<file path="config.mk">
export PLATFORM = sky130hd
export DESIGN_NAME = bus_exchanger_3p
export DESIGN_NICKNAME = d
export VERILOG_FILES = /design/src/rtl/bus_exchanger_3p.sv
export SDC_FILE = /design/constraint.sdc
export NUM_CORES = 1
export LEC_CHECK = 0
export BUFFER_PORTS_ARGS = -buffer_cell sky130_fd_sc_hd__buf_2
export CAP_MARGIN = 15
export CORE_MARGIN = 1
export CORE_UTILIZATION = 53
export CTS_BUF_LIST = sky130_fd_sc_hd__clkbuf_4
export CTS_CLUSTER_SIZE = 14
export DETAILED_ROUTE_END_ITERATION = 7
export GPL_ROUTABILITY_DRIVEN = 0
export HOLD_SLACK_MARGIN = 0.12
export PLACE_DENSITY = 0.87
export RECOVER_POWER = 100
export REMOVE_ABC_BUFFERS = 1
export SLEW_MARGIN = 20
export SYNTH_ARGS = -nofsm -noshare
export SYNTH_HDL_FRONTEND = slang
export SYNTH_SLANG_ARGS = --single-unit
</file>
<file path="constraint.sdc">
create_clock -name clk -period 1.33 [get_ports clk]
set_clock_uncertainty 0.2 [all_clocks]
set_input_delay 0.133 -clock clk [delete_from_list [all_inputs] [get_ports clk]]
set_output_delay 0.133 -clock clk [all_outputs]
set_load 0.01 [all_outputs]
</file>
<file path="src/rtl/bus_exchanger_3p.sv">
module bus_exchanger_3p #(
  parameter int BYTE = 8
) (
  input  logic              clk,
  input  logic              rst_n,
  input  logic [2*BYTE-1:0] x_in,
  output logic [2*BYTE-1:0] x_out,
  output logic [1:0]        x_oe,
  input  logic [2*BYTE-1:0] y_in,
  output logic [2*BYTE-1:0] y_out,
  output logic [1:0]        y_oe,
  input  logic [2*BYTE-1:0] z_in,
  output logic [2*BYTE-1:0] z_out,
  output logic [1:0]        z_oe,
  input  logic              sel_even,
  input  logic              dir_tx,
  input  logic              oe_hi_n,
  input  logic              oe_lo_n,
  input  logic              cap_x2y,
  input  logic              cap_x2z,
  input  logic              cap_y2x,
  input  logic              cap_z2x
);
  localparam int W = 2 * BYTE;

  logic [W-1:0] wr_y, wr_z, rd_y, rd_z;
  logic [1:0]   byte_en;

  always_ff @(posedge clk) begin
    if (!rst_n) begin
      wr_y <= '0;
      wr_z <= '0;
      rd_y <= '0;
      rd_z <= '0;
    end else begin
      if (cap_x2y) wr_y <= x_in;
      if (cap_x2z) wr_z <= x_in;
      if (cap_y2x) rd_y <= y_in;
      if (cap_z2x) rd_z <= z_in;
    end
  end

  assign byte_en = {~oe_hi_n, ~oe_lo_n};

  assign x_out = sel_even ? rd_y : rd_z;
  assign y_out = wr_y;
  assign z_out = wr_z;

  assign x_oe = byte_en & {2{~dir_tx}};
  assign y_oe = byte_en & {2{dir_tx & sel_even}};
  assign z_oe = byte_en & {2{dir_tx & ~sel_even}};
endmodule

</file>
=== Word level (Yosys, flattened, before mapping) ===
Index checks and enable logic that the tools add are counted.

* Input port bits: 58
* Register bits: 64
* Output and inout bits: 54
* Word-level logic and storage cells: 14

* Bitwise operators: 9
* Multiplexer cells: 1

{| class="wikitable"
|+ Operators with widths
! kind !! number
|-
| 16-bit 2-to-1 mux || 1
|-
| 2-bit bitwise AND || 3
|-
| 1-bit inverter || 4
|-
| 1-bit bitwise AND || 2
|}

=== Logic depth before layout (Yosys ltp) ===
* Depth after elaboration: 3
* Depth in mapped cells: 4
* Depth with buffers taken out: 2

=== Worst setup path before layout ===
OpenSTA, ideal clock, no wires.

* Kind: input -> output
* Start point: input port sel_even
* End point: output port x_out[10]
* Setup slack: 0.324 ns
* Stages on the path: 2
* Required time: 0.997 ns
* Arrival: 0.673 ns
* Buffers on the path: 1
* Path through: buf_2 -> mux2_2

* Cells in the longest elaborated chain, start to end: 1

{| class="wikitable"
|+ RTL lines
! item !! line !! source
|-
| start: declaration || 15 || <nowiki>input logic sel_even,</nowiki>
|-
| 16-bit 2-to-1 mux || 45 || <nowiki>assign x_out = sel_even ? rd_y : rd_z;</nowiki>
|-
| end: declaration || 7 || <nowiki>output logic [2*BYTE-1:0] x_out,</nowiki>
|}

Every way passes these cells.

=== Worst setup path in the final report ===
* Start point: register rd_z[6]
* End point: output port x_out[6]

* Cells in the longest elaborated chain, start to end: 1

{| class="wikitable"
|+ RTL lines
! item !! line !! source
|-
| start: declaration || 26 || <nowiki>logic [W-1:0] wr_y, wr_z, rd_y, rd_z;</nowiki>
|-
| start signal: assignment || 39 || <nowiki>if (cap_z2x) rd_z <= z_in;</nowiki>
|-
| 16-bit 2-to-1 mux || 45 ||
|}

Every way passes these cells.

==> metrics.yaml <==
run_status:
  outcome: "finished, violations left"
  violations: "negative setup slack"
pwr:
  power.total_mw: 3.89
  p_leak_nw: 1.95
  power_density_nw_per_um2: 972
  ir_worst_vdd_mv: 0.728
routing:
  wirelength_mm: 6.97
  first_pass_iters: 4
  via_per_inst: 4.85
  wl_per_cell_um: 15.0
  vias: 2256
  antenna_left: 0
  drc: 0
  drt_iter0_drc: 90
worst_setup_path:
  end_kind: "primary output"
  path_class: "flop to primary output"
  reg2reg_from: "rd_z[14]"
  crit_arrival_ps: 1140
  startpoint_type: "flop"
  rr_endpoint: "rd_z[14]"
  cp_max_fo: 2
  r2r_slack_ps: 350
  required_ps: 1000
  rr_worst_depth: 3
clock_tree:
  numCtsBuffers: 9
  path_clk_slew_ps: 110
  htree_levels: 3
  clock-sinks: 64
  clock_latency_ps: 390
  tritoncts: "done"
  cts_buffer_depth: 2
  root_buffer: "clkbuf_4"
timing:
  slew_viol_final: 0
  rsz0062_at_grt: "true"
  finalSetupViolCount: 19
  relSlewSlack: 0.435
  tightestPinTransition_ps: 847
  fmax_mhz: 678
  min_period_ps: 1480
  finalHoldViolCount: 0
  fin_crit_sh: 1.11
  worst_slack_ps: -145
  whs_ps: 203
die:
  die_h_um: 73.5
  num_rows: 25
  fp.dieArea_um2: 5400
  design.core.area_um2: 4820
  io_pins: 112
  start_util: 0.563
  die_w_um: 73.5
synth:
  synth_cell_types: 12
  synth_top_cell_by_area: "dfxtp_1"
  synthTopCellsByArea: "dfxtp_1, mux2i_1, nor2b_1"
  ys_seq_area_frac: 0.473
  yosysWarnings: 0
  postSynthCellCount: 231
  syn_area_per_cell_um2: 11.7
  ys_ff_latch: 64
  syn_area_um2: 2710
  synth_top_area_frac: 0.473
placed_design:
  numPlacedInstances: 396
  portBuffers: 111
  hpwl_mm: 3.78
layout:
  fin_nets: 453
  fin_cells: 465
  layout-drive-gt1-share: 0.413
  area_delta_synth_final_pct: 47.6
  final_core_utilization: 0.830
global_route:
  grt_pass1_vias: 2303
  antenna_found_initial: 0
  grt_pass1_wl_mm: 10.5
  gr-usage-all-layers: 0.265
  overflow: 0
  grt_max_degree: 65
min_path:
  worstHoldStart: "rst_n"
  hold_depth: 2
  min_to: "rd_z[2]"
  hold_path.class: "input port to flop"
run:
  max_cap_violations: 0
## power by group
group          switching (mW)  internal, mW  leakage [nW]  total [mW]
logic                   0.329         0.464          1.37       0.793
clock network           0.640         0.361        0.0531        1.00
registers              0.0582          2.04         0.536        2.10
## stage by stage
stage / area [um2] / setup WS [ps] / TNS, ps
floorplan: 2540 / 433 / 0
global placement: 3260 / 10.5 / 0
detailed placement: 3260 / -46.5 / -500
CTS: 3960 / -131 / -1930
global route: 4000 / -182 / -3010
finish: 4000 / -145 / -2100
## metal layers
| layer | GRT usage | part of all wire | up-vias |
|---|---|---|---|
| met2 | 0.490 | 0.55 | 72 |
| met1 | 0.273 | 0.39 | 1061 |
| li1 | - | - | 1104 |
| met3 | 0.0466 | 0.032 | 19 |
| met5 | 0 | 0 | - |
| met4 | 0.171 | 0.028 | 0 |
## placed cells by master, fill, tap and decap left out, types with 5 or more instances in the layout
cell | netlist | final
buf_6 | 4 | 16
buf_2 | 1 | 92
dfxtp_1 | 64 | 42
mux2_4 | 0 | 5
nor2b_1 | 64 | 64
mux2_2 | 16 | 11
mux2i_1 | 64 | 64
dfxtp_2 | 0 | 22
clkbuf_4 | 0 | 12
dlygate4sd3_1 | 0 | 52
## synthesized netlist by cell type
master / instances
dfxtp_1: 64
mux2i_1: 64
nor2b_1: 64
mux2_2: 16
clkbuf_1: 6
buf_12: 4
buf_6: 4
and3b_1: 2
buf_4: 2
nor2_1: 2
nor3b_1: 2
buf_2: 1
## worst max path at each step
stage	from	slack, ps	endpoint
5_1_grt	rd_z[6]	-180	x_out[6]
6_report	rd_z[6]	-150	x_out[6]
3_3_place_gp	sel_even	10	x_out[8]
4_1_cts	rd_z[15]	-130	x_out[15]
3_5_place_dp	sel_even	-50	x_out[10]
2_1_floorplan	rd_y[0]	430	x_out[0]
## worst max-delay path, stage by stage, from the launching register on
cell     delay [ps]
dfxtp_2         340
mux2_2          270
buf_6           130
## flip-flops by register name, summed over array words and instances (netlist names)
signal,cells
rd_y,16
y_out,16
rd_z,16
z_out,16
## kinds of logic after synthesis
| group | share of synthesized area |
|---|---|
| mux | 0.303 |
| buf+inv | 0.0619 |
| flops | 0.473 |
| simple gates | 0.163 |
## cell type report
cell class / instances / area, um2
fillers: 308 / 817
flip-flops and latches: 64 / 1310
clock buffers: 10 / 75.1
repair buffers: 170 / 1240
multi-input cells: 150 / 1280
diodes: 1 / 2.50
clock inverters: 3 / 12.5
well taps: 67 / 83.8
## what timing repair did
| item | CTS | global route |
|---|---|---|
| resized for setup | 19 | 25 |
| setup endpoints to repair | 16 | 16 |
| setup buffers | 3 | 0 |
| endpoints found under the hold margin | 64 | 0 |
| hold buffers | 52 | 0 |
Power figures use the tool's default switching activity.
